===== config.mk =====
export PLATFORM = sky130hd
export DESIGN_NAME = mdio_mgmt_window
export DESIGN_NICKNAME = d
export VERILOG_FILES = /design/src/rtl/mdio_mgmt_window.sv
export SDC_FILE = /design/constraint.sdc
export NUM_CORES = 1
export LEC_CHECK = 0
export BUFFER_PORTS_ARGS = -buffer_cell sky130_fd_sc_hd__buf_2
export CAP_MARGIN = 20
export CORE_MARGIN = 8
export CORE_UTILIZATION = 25
export CTS_BUF_LIST = sky130_fd_sc_hd__clkbuf_2 sky130_fd_sc_hd__clkbuf_4 sky130_fd_sc_hd__clkbuf_8
export DETAILED_ROUTE_END_ITERATION = 6
export GPL_ROUTABILITY_DRIVEN = 0
export SLEW_MARGIN = 5
export SYNTH_ARGS = -nofsm -noshare
export SYNTH_HDL_FRONTEND = slang
export SYNTH_SLANG_ARGS = --single-unit

===== constraint.sdc =====
create_clock -name clk -period 3.3 [get_ports clk]
set_input_delay 0.33 -clock clk [delete_from_list [all_inputs] [get_ports clk]]
set_output_delay 0.33 -clock clk [all_outputs]
set_load 0.05 [all_outputs]

===== src/rtl/mdio_mgmt_window.sv =====
module mdio_mgmt_window #(
  parameter int ADDR_W = 16,
  parameter logic [ADDR_W-1:0] BASE_ADDR = 'h4C,
  parameter int HALF_DIV = 10,
  parameter int SLOW_MUL = 10
) (
  input  logic              clk,
  input  logic              rst_n,
  input  logic              bus_wr,
  input  logic              bus_rd,
  input  logic [ADDR_W-1:0] bus_addr,
  input  logic [7:0]        bus_wdata,
  output logic [7:0]        bus_rdata,
  output logic              mdc,
  output logic              mdio_o,
  output logic              mdio_oe,
  input  logic              mdio_i
);
  localparam int DIV_W = $clog2(HALF_DIV * SLOW_MUL);
  localparam logic [DIV_W-1:0] LIM_FAST = DIV_W'(HALF_DIV - 1);
  localparam logic [DIV_W-1:0] LIM_SLOW = DIV_W'(HALF_DIV * SLOW_MUL - 1);
  localparam logic [5:0] TA_BIT = 6'd46;
  localparam logic [5:0] DATA_BIT = 6'd48;
  localparam logic [5:0] LAST_BIT = 6'd63;

  logic [15:0]      cfg_wdat;
  logic [4:0]       cfg_reg;
  logic [4:0]       cfg_phy;
  logic             busy;
  logic             op_wr_q;
  logic             slow_q;
  logic             mdc_q;
  logic [DIV_W-1:0] div_cnt;
  logic [5:0]       bit_idx;
  logic [63:0]      tx_sr;
  logic [15:0]      rx_sr;
  logic [15:0]      rd_data;
  logic             snap_busy;
  logic [7:0]       snap_hi;

  wire sel0 = bus_addr == BASE_ADDR;
  wire sel1 = bus_addr == BASE_ADDR + ADDR_W'(1);
  wire sel2 = bus_addr == BASE_ADDR + ADDR_W'(2);
  wire sel3 = bus_addr == BASE_ADDR + ADDR_W'(3);

  wire       go      = bus_wr && sel3 && bus_wdata[7] && !busy;
  wire [4:0] go_phy  = {bus_wdata[1:0], cfg_phy[2:0]};
  wire       go_wr   = bus_wdata[2];
  wire       go_slow = bus_wdata[3];
  wire [63:0] frame  = {32'hFFFF_FFFF, 2'b01, go_wr ? 2'b01 : 2'b10, go_phy, cfg_reg,
                        go_wr ? {2'b10, cfg_wdat} : 18'h3FFFF};

  wire tick = busy && (div_cnt == (slow_q ? LIM_SLOW : LIM_FAST));
  wire rise = tick && !mdc_q;
  wire fall = tick && mdc_q;

  always_ff @(posedge clk) begin
    if (!rst_n) begin
      cfg_wdat <= '0;
      cfg_reg  <= '0;
      cfg_phy  <= '0;
    end else if (bus_wr) begin
      if (sel0) cfg_wdat[7:0]  <= bus_wdata;
      if (sel1) cfg_wdat[15:8] <= bus_wdata;
      if (sel2) {cfg_phy[2:0], cfg_reg} <= bus_wdata;
      if (sel3) cfg_phy[4:3] <= bus_wdata[1:0];
    end
  end

  always_ff @(posedge clk) begin
    if (!rst_n) begin
      busy    <= 1'b0;
      op_wr_q <= 1'b0;
      slow_q  <= 1'b0;
      mdc_q   <= 1'b0;
      div_cnt <= '0;
      bit_idx <= '0;
      tx_sr   <= '0;
      rx_sr   <= '0;
      rd_data <= '0;
    end else if (go) begin
      busy    <= 1'b1;
      op_wr_q <= go_wr;
      slow_q  <= go_slow;
      mdc_q   <= 1'b0;
      div_cnt <= '0;
      bit_idx <= '0;
      tx_sr   <= frame;
    end else if (busy) begin
      div_cnt <= tick ? '0 : div_cnt + DIV_W'(1);
      if (tick) mdc_q <= !mdc_q;
      if (rise && !op_wr_q && bit_idx >= DATA_BIT)
        rx_sr <= {rx_sr[14:0], mdio_i};
      if (fall) begin
        if (bit_idx == LAST_BIT) begin
          busy <= 1'b0;
          if (!op_wr_q) rd_data <= rx_sr;
        end else begin
          bit_idx <= bit_idx + 6'd1;
          tx_sr   <= {tx_sr[62:0], 1'b0};
        end
      end
    end
  end

  always_ff @(posedge clk) begin
    if (!rst_n) begin
      snap_busy <= 1'b0;
      snap_hi   <= '0;
    end else if (bus_rd && sel0) begin
      snap_busy <= busy;
      snap_hi   <= rd_data[15:8];
    end
  end

  always_comb begin
    bus_rdata = 8'h00;
    if (sel0) bus_rdata = rd_data[7:0];
    if (sel1) bus_rdata = snap_hi;
    if (sel3) bus_rdata = {snap_busy, 7'b0};
  end

  assign mdc     = mdc_q;
  assign mdio_o  = tx_sr[63];
  assign mdio_oe = busy && (op_wr_q || bit_idx < TA_BIT);
endmodule


==> results_dict.tcl, run 1 <==
set metrics [dict create \
    drv_cap 0 \
    numCtsBuffers 17 \
    finClkSkew_ps 11.0 \
    drt-wirelength-per-cell_um 14.4 \
    p_clk_share_pct 43.3 \
    antenna_found_initial 0 \
    cp.required_ps 3640 \
    area_growth_pct 15.0 \
    outcome "finished, final reports clean" \
    dieArea_mm2 0.0295 \
    worst_slew_pin_slew_ps 997 \
    clk_path_buf_depth 2 \
    wirelength_mm 14.2 \
    cts_root_buf "clkbuf_8" \
    switching_power_mw 0.834 \
    min_path_cells 3 \
    ir_drop_mv 0.220 \
    rsz0062_at_grt "false" \
    hp-class "in2reg" \
    fin_crit_ps 2420 \
    largest_reg_flops 64 \
    ys_types 53 \
    syn-num-nets 667 \
    hold_buffers 0 \
    clkSlewWorstSetupHoldPaths_ps 100 \
    cp_max_fo 35 \
    cp-start-kind "flop" \
    cp_data_arrival_time_ps 2750 \
    dpl.cell_count 956 \
    routed-via-count 4779 \
    postSynthCellCount 636 \
    fin_crit_sh_pct 73.2 \
    end_kind "flop" \
    ios 40 \
    core-area_mm2 0.0241 \
    p_seq_share_pct 54.1 \
    stdcell_count 988 \
    ant_nets 0 \
    power.internal_mw 2.42 \
    reg2reg_depth 6 \
    ys_seq_area_share_pct 48.2 \
    post-dp-hpwl_mm 9.16 \
    dr.pass1.iters 4 \
    ys_warn_count 0 \
    slew_headroom_pct 33.6 \
    syn_avg_cell_area_um2 9.54 \
    diodes 0 \
    p_sw_share_pct 25.6 \
    multi_input_area_mm2 0.00291 \
    cts_setup_buffers 0 \
    fin_util_pct 28.9 \
    synth_area_mm2 0.00607 \
    fmax_mhz 414 \
    hold_viol 0 \
    synth_edf_count 0 \
    grt_max_degree 59 \
    whs_ps 146 \
    start_util_pct 25.2 \
    clk_latency_ps 440 \
    first_iter_violations 359 \
    first_global_vias 4570 \
    synth_ff_type "dfxtp_1" \
    ctsResizeCount 0 \
    io_buffers 39 \
    grt_pass1_wl_mm 23.6 \
    layout-drive-gt1-share_pct 20.3 \
    tns_ps 0 \
    final-max-slew-violation-count 0 \
    regMostFlops "tx_sr" \
    drc 0 \
    ys_async_sr_fraction_pct 0 \
    die-height_um 172 \
    worst-setup-path-type "reg2reg" \
    setup_viol 0 \
    rows 57 \
    cts_max_level 4 \
    leakage_nw 2.22 \
    power_density_mw_per_mm2 466 \
    cts.sinks 146 \
    dieWidth_um 172 \
    grt_usage_pct 9.90 \
    overflow 0 \
    routed_via_density 4.84 \
    cts_tree "yes" \
    comb_power_share_pct 2.6 \
    ys_ff_latch 146 \
    final_nets 682 \
    regArea_mm2 0.00292 \
    fillCellCount 2627 \
]
==> area by class of cell <==
cell class	count	share of cell area, %
multi-input cells	426	41.6
clock buffers	17	3.35
flip-flops and latches	146	41.9
repair buffers	56	4.66
well taps	324	5.81
clock inverters	15	2.44
inverters	4	0.215
==> per-layer routing <==
layer | vias up | global-route usage, % | part of all wire [%]
met5 | - | 0 | 0
met4 | 0 | 2.70 | 0.62
met3 | 5 | 2.94 | 5.0
met2 | 91 | 14.6 | 45
met1 | 2269 | 13.7 | 50
li1 | 2414 | - | -
==> synth_stat cells (4+ instances only) <==
| library cell | number | area (um^2) |
|---|---|---|
| mux2i_1 | 49 | 490 |
| inv_1 | 4 | 15.0 |
| a31oi_1 | 7 | 43.8 |
| o2111a_1 | 14 | 158 |
| a21oi_1 | 36 | 180 |
| nand4_1 | 7 | 43.8 |
| o21ai_0 | 45 | 225 |
| dfxtp_1 | 146 | 2920 |
| or3_1 | 16 | 100 |
| nand3_1 | 44 | 220 |
| nor3_1 | 16 | 80.1 |
| o221a_2 | 35 | 394 |
| nand2_1 | 68 | 255 |
| nor2_1 | 18 | 67.6 |
| clkbuf_1 | 46 | 173 |
| buf_2 | 8 | 40.0 |
| or4_1 | 16 | 120 |
| a311oi_1 | 11 | 96.3 |
==> power groups by stage <==
stage | registers [mW] | clock network, mW | logic [mW]
floorplan | 1.80 | 0 | 0.0488
global route | 1.76 | 1.53 | 0.0928
global placement | 1.80 | 0 | 0.0861
finish | 1.76 | 1.41 | 0.0852
CTS | 1.76 | 1.45 | 0.0862
detailed placement | 1.80 | 0 | 0.0861
==> critical path, stage by stage, from the launching register on <==
cell	delay [ps]
dfxtp_1	390
ha_1	220
and2_1	200
a211o_1	810
o22ai_4	140
buf_4	270
o221a_2	270
==> metrics by stage <==
| stage | instance area (um^2) | worst slack [ps] | power (mW) |
|---|---|---|---|
| floorplan | 6070 | 1120 | 1.85 |
| global placement | 6570 | 915 | 1.89 |
| detailed placement | 6570 | 912 | 1.89 |
| CTS | 6980 | 886 | 3.30 |
| global route | 6980 | 676 | 3.38 |
| finish | 6980 | 883 | 3.25 |
==> logic make-up (layout without fill, tap and decap cells) <==
kind of cell	Yosys count	after routing	share of synthesized area, %
buf+inv	64	92	4.50
fa+ha+maj	2	2	0.412
simple gates	206	206	17.6
flops	146	146	48.2
xor+xnor	6	6	0.866
compound gates	161	161	19.9
mux	51	51	8.56
==> cell usage in the layout, fill, tap and decap left out, types with 6 or more instances in the layout <==
cell type	instances
nor3_1	16
a311oi_1	11
buf_4	18
nor2_1	18
buf_2	38
or3_1	16
dfxtp_1	146
a21oi_1	36
o21ai_0	45
clkbuf_8	17
clkinv_4	6
o2111a_1	14
or4_1	16
nand2_1	68
mux2i_1	49
nand4_1	7
a31oi_1	7
o221a_2	35
nand3_1	44
==> worst paths after layout <==
path,endpoint,slack [ps],startpoint
worst max register to register,tx_sr[40],880,bit_idx[1]
worst max-delay path,tx_sr[40],880,bit_idx[1]
worst min-delay path,rx_sr[0],150,mdio_i
worst min register to register,cfg_wdat[15],460,cfg_wdat[15]
Power figures use the tool's default switching activity.
==> run 2, diff against run 1 <==
==> constraint.sdc (replaced) <==
create_clock -name clk -period 1.9 [get_ports clk]
set_input_delay 0.19 -clock clk [delete_from_list [all_inputs] [get_ports clk]]
set_output_delay 0.19 -clock clk [all_outputs]
set_load 0.05 [all_outputs]
==> run 2 against run 1 <==
Net effect: the flow now finishes with violations (negative setup slack); cell area rose by 7.4%; global-route usage is 0.12 points higher; combinational power rose by 92%; fmax rose by 24%; sequential cell count is the same; clock skew rose by 2.2 ps; setup slack lost 930 ps; final cell count up 4.8%; clock power increased by 60%; highest routed layer unchanged.
==> results_dict.tcl, run 2 (same netlist as run 1, synthesis figures left out) <==
set metrics [dict create \
    stdcell_count 1035 \
    critPathMaxStageDelay_ps 580 \
    clkSlewWorstSetupHoldPaths_ps 80 \
    routed-via-count 5089 \
    diodes 0 \
    path_delay_family "simple AND/OR/NAND/NOR gates" \
    ant_nets 0 \
    overflow 0 \
    crit_path_cell_trace "or4b_4 -> buf_6 -> mux2i_4 -> nand2_2 -> buf_12 -> o221a_2" \
    setup_viol 64 \
    dpl.cell_count 995 \
    layout-drive-gt1-share_pct 27.1 \
    layout_commonest_cell "dfxtp_1" \
    clk_path_buf_depth 2 \
    final_nets 729 \
    numCtsBuffers 17 \
    drt-wirelength-per-cell_um 14.8 \
    placed_area_mm2 0.00696 \
    largest_reg_flops 64 \
    wirelength_mm 15.3 \
    cts_root_buf "clkbuf_8" \
    first_iter_violations 320 \
    violations "negative setup slack" \
    outcome "complete, but fails checks" \
    regMostFlops "tx_sr" \
    routed_via_density 4.92 \
    clk_latency_ps 440 \
    rsz0062_at_grt "true" \
    cp_max_fo 35 \
    fin_crit_ps 1940 \
    dr.pass1.iters 4 \
    slowest_stage "or4b_4" \
    dieWidth_um 172 \
    grt_usage_pct 10.0 \
    power_density_mw_per_mm2 731 \
    grt_max_degree 46 \
    leakage_nw 2.48 \
    drc 0 \
    worst_slew_pin_slew_ps 484 \
    ir_drop_mv 0.664 \
    start_util_pct 25.2 \
    cts_tree "yes" \
    rows 57 \
    fmax_mhz 514 \
    finalInstanceArea_mm2 0.00749 \
    cp.required_ps 2240 \
    hp-class "in2reg" \
    cts_max_level 4 \
    antenna_found_initial 0 \
    drv_cap 0 \
    io_buffers 39 \
    die-height_um 172 \
    core-area_mm2 0.0241 \
    post-dp-hpwl_mm 10.0 \
    cp_data_arrival_time_ps 2280 \
    grt_pass1_wl_mm 23.7 \
    final-max-slew-violation-count 0 \
    ios 40 \
    whs_ps 31.8 \
    cp-start-kind "flop" \
    tns_ps -1490 \
    area_growth_pct 23.6 \
    cts.sinks 146 \
    hold_viol 0 \
    slew_headroom_pct 67.7 \
    first_global_vias 4781 \
    dieArea_mm2 0.0295 \
    worst-setup-path-type "reg2reg" \
    cp_num_buf_inv 2 \
    final_cell_mix "dfxtp_1 (144), nand2_1 (67), buf_4 (51), mux2i_1 (49), nand3_1 (44)" \
    finClkSkew_ps 13.2 \
    setup_ws_ps -44.2 \
    end_kind "flop" \
    fin_crit_sh_pct 102 \
]
-- run 2: area by class of cell --
| type | count | area [um^2] |
|---|---|---|
| well taps | 324 | 405 |
| multi-input cells | 428 | 2980 |
| clock inverters | 12 | 111 |
| fillers | 2548 | 16600 |
| inverters | 4 | 15.0 |
| clock buffers | 20 | 256 |
| repair buffers | 101 | 803 |
| flip-flops and latches | 146 | 2930 |
-- run 2: tightest hold or removal path, stage by stage --
cell and delay, ps:
buf_2 110, nand3_1 60, a21oi_1 50
-- run 2: per-layer routing --
layer	up-vias	wire length (um)	track usage [%]
li1	2513	-	-
met1	2436	7180	12.9
met2	123	7100	15.6
met3	17	788	3.08
met4	0	216	3.56
met5	-	0	0
-- run 2: power by group --
| group | switching (mW) | internal, mW | total (mW) |
|---|---|---|---|
| clock network | 1.18 | 1.08 | 2.26 |
| registers | 0.00000777 | 3.06 | 3.06 |
| logic | 0.111 | 0.0540 | 0.164 |
| total | 1.29 | 4.19 | 5.48 |
-- run 2: final timing paths --
check        slack [ps]           end    startpoint  cells past startpoint
max                 -40     tx_sr[49]        slow_q                      6
min reg2reg         460  cfg_wdat[10]  cfg_wdat[10]                      2
min                  30    cfg_phy[1]  bus_wdata[6]                      3
max reg2reg         -40     tx_sr[49]        slow_q                      6
-- run 2: timing repair --
item | in CTS | in global routing
hold buffers | 1 | 0
cloned | 0 | 3
gates resized for setup | 3 | 23
pin swaps | 0 | 5
endpoints found under the setup margin | 85 | 109
endpoints found under the hold margin | 1 | 0
buffers inserted | 0 | 4
-- run 2: per-stage QoR --
step           setup WS (ps)  util, %  power, mW
4_1_cts                -44.3     30.5       5.55
6_report               -44.2     31.1       5.48
3_5_place_dp           -26.7     28.9       3.29
5_1_grt                 -104     31.1       5.72
2_1_floorplan           -109        -       3.21
3_3_place_gp           -4.36     28.9       3.29
==> run 3, diff against run 2 <==
--- a/config.mk
+++ b/config.mk
@@ -12,6 +12,7 @@
 export CTS_BUF_LIST = sky130_fd_sc_hd__clkbuf_2 sky130_fd_sc_hd__clkbuf_4 sky130_fd_sc_hd__clkbuf_8
 export DETAILED_ROUTE_END_ITERATION = 6
 export GPL_ROUTABILITY_DRIVEN = 0
+export HOLD_SLACK_MARGIN = 0.1
 export SLEW_MARGIN = 5
 export SYNTH_ARGS = -nofsm -noshare
 export SYNTH_HDL_FRONTEND = slang
==> run 3 against run 2 <==
Net effect: the run still ends with negative setup slack left; register-to-register slack is essentially flat; fmax is 0.40% lower; critical path depth is the same; sequential share of layout area is 0.41 points lower; first-iteration DRC count is 1.6% higher; sequential cell count stayed put; final cell count is 0.77% higher; sequential power is essentially flat; via count is 0.29% higher; combinational power grew 8%; cell area grew 1.1%; largest cell class unchanged.
==> results_dict.tcl, run 3 (same netlist as run 1, synthesis figures left out) <==
set metrics [dict create \
    critical_path.endpoint "tx_sr[49]" \
    layout-drive-gt1-share_pct 26.8 \
    cp_max_fo 35 \
    die-height_um 172 \
    final_nets 737 \
    routed-via-count 5104 \
    violations "negative setup slack" \
    clkSlewWorstSetupHoldPaths_ps 90 \
    grt_usage_pct 10.0 \
    whs_ps 175 \
    cts_tree "yes" \
    diodes 0 \
    fin_crit_sh_pct 103 \
    cts_root_buf "clkbuf_8" \
    core-area_mm2 0.0241 \
    slowest_stage "or4b_4" \
    start_util_pct 25.2 \
    largest_reg_flops 64 \
    power_density_mw_per_mm2 726 \
    placed_area_mm2 0.00696 \
    timing.rr.start "slow_q" \
    ios 40 \
    grt.busiest_layer "met2" \
    cp.required_ps 2240 \
    reg2reg_to "tx_sr[49]" \
    leakage_nw 2.52 \
    cp.depth 6 \
    met2_usage_pct 15.6 \
    final-max-slew-violation-count 0 \
    overflow 0 \
    rows 57 \
    finClkSkew_ps 14.1 \
    ir_drop_mv 0.663 \
    dr.pass1.iters 5 \
    grt_max_degree 46 \
    first_iter_violations 325 \
    fin_crit_ps 1950 \
    end_kind "flop" \
    routed_via_density 4.89 \
    cts.sinks 146 \
    setup_ws_ps -52.0 \
    reg2reg_depth 6 \
    hold_viol 0 \
    finalInstanceArea_mm2 0.00757 \
    drt-wirelength-per-cell_um 14.7 \
    cp-start-kind "flop" \
    dieArea_mm2 0.0295 \
    dp_slack_ps -26.7 \
    io_buffers 39 \
    fmax_mhz 512 \
    final_cell_mix "dfxtp_1 (144), nand2_1 (67), buf_4 (51), mux2i_1 (49), nand3_1 (44)" \
    clk_latency_ps 440 \
    setup_viol 67 \
    cp_num_buf_inv 2 \
    area_growth_pct 24.9 \
    path_delay_family "simple AND/OR/NAND/NOR gates" \
    outcome "complete, but fails checks" \
    grt_pass1_wl_mm 23.8 \
    dieWidth_um 172 \
    antenna_found_initial 0 \
    first_global_vias 4812 \
    wirelength_mm 15.4 \
    fillCellCount 2545 \
    critPathMaxStageDelay_ps 580 \
    tns_ps -1740 \
    ant_nets 0 \
    r2r_slack_ps -50 \
    layout_commonest_cell "dfxtp_1" \
    cp_data_arrival_time_ps 2290 \
    crit_path_cell_trace "or4b_4 -> buf_6 -> mux2i_4 -> nand2_2 -> buf_12 -> o221a_2" \
    post-dp-hpwl_mm 10.0 \
    numCtsBuffers 17 \
    regMostFlops "tx_sr" \
    fin_total_pwr_mw 5.50 \
    worst_slew_pin_slew_ps 470 \
    drc 0 \
    drv_cap 0 \
    clk_path_buf_depth 2 \
    cts_max_level 4 \
    rsz0062_at_grt "true" \
    worst-setup-path-type "reg2reg" \
    gr-usage-met1_pct 13.0 \
    cp-startpoint "slow_q" \
    slew_headroom_pct 68.6 \
    met3_usage_pct 2.94 \
    hp-class "in2reg" \
]
==> run 3: changes by cell type in the layout (fill, tap and decap cells not counted) <==
| cell | before | now |
|---|---|---|
| dlygate4sd3_1 | 1 | 9 |
==> run 3: where the power goes <==
part / internal (mW) / leakage (nW) / switching, mW / total [mW]
logic: 0.0647 / 1.16 / 0.113 / 0.177
registers: 3.06 / 1.18 / 0.00000777 / 3.06
clock network: 1.08 / 0.183 / 1.19 / 2.27
==> run 3: repair_timing <==
action	4_1_cts	5_1_grt
endpoints found under the hold margin	27	0
setup buffers	0	4
pin swaps	0	5
cloned	0	3
setup endpoints to repair	85	109
hold buffers	9	0
resized for setup	3	23
==> run 3: routing by layer <==
| metal | wire (um) | part of all wire (%) |
|---|---|---|
| met1 | 7330 | 48 |
| met3 | 738 | 4.8 |
| met2 | 7070 | 46 |
| met5 | 0 | 0 |
| met4 | 210 | 1.4 |
==> run 3: area by class of cell <==
class | count | area (um^2) | share of cell area, %
sequential | 146 | 2930 | 38.6
clock buffer | 20 | 256 | 3.39
tap | 324 | 405 | 5.35
timing repair buffer | 109 | 883 | 11.7
clock inverter | 12 | 111 | 1.47
inverter | 4 | 15.0 | 0.198
multi-input combinational | 428 | 2980 | 39.3
==> run 3: worst reg2reg max path: cells and delay by family (launching register included) <==
kind,cells,cell delay (ps)
and+or+nand+nor,2,680
buffers and inverters,2,330
DFF,1,320
AOI/OAI and AO/OA,1,290
muxes,1,230
==> run 3: how the worst min path moves through the flow <==
stage / slack (ps) / depth (start not counted) / startpoint / to
final: 170 / 2 / rst_n / tx_sr[8]
after global routing: 150 / 2 / rst_n / tx_sr[8]
after CTS: 150 / 2 / rst_n / tx_sr[8]
after detailed placement: 440 / 2 / cfg_wdat[8] / cfg_wdat[8]
after global placement: 440 / 2 / cfg_wdat[15] / cfg_wdat[15]
after floorplan: 330 / 2 / mdio_i / rx_sr[0]
==> run 3: per-stage QoR <==
stage | util (%) | cells
2_1_floorplan | - | 636
3_3_place_gp | 28.9 | 995
3_5_place_dp | 28.9 | 995
4_1_cts | 30.8 | 1036
5_1_grt | 31.4 | 1043
6_report | 31.4 | 1043
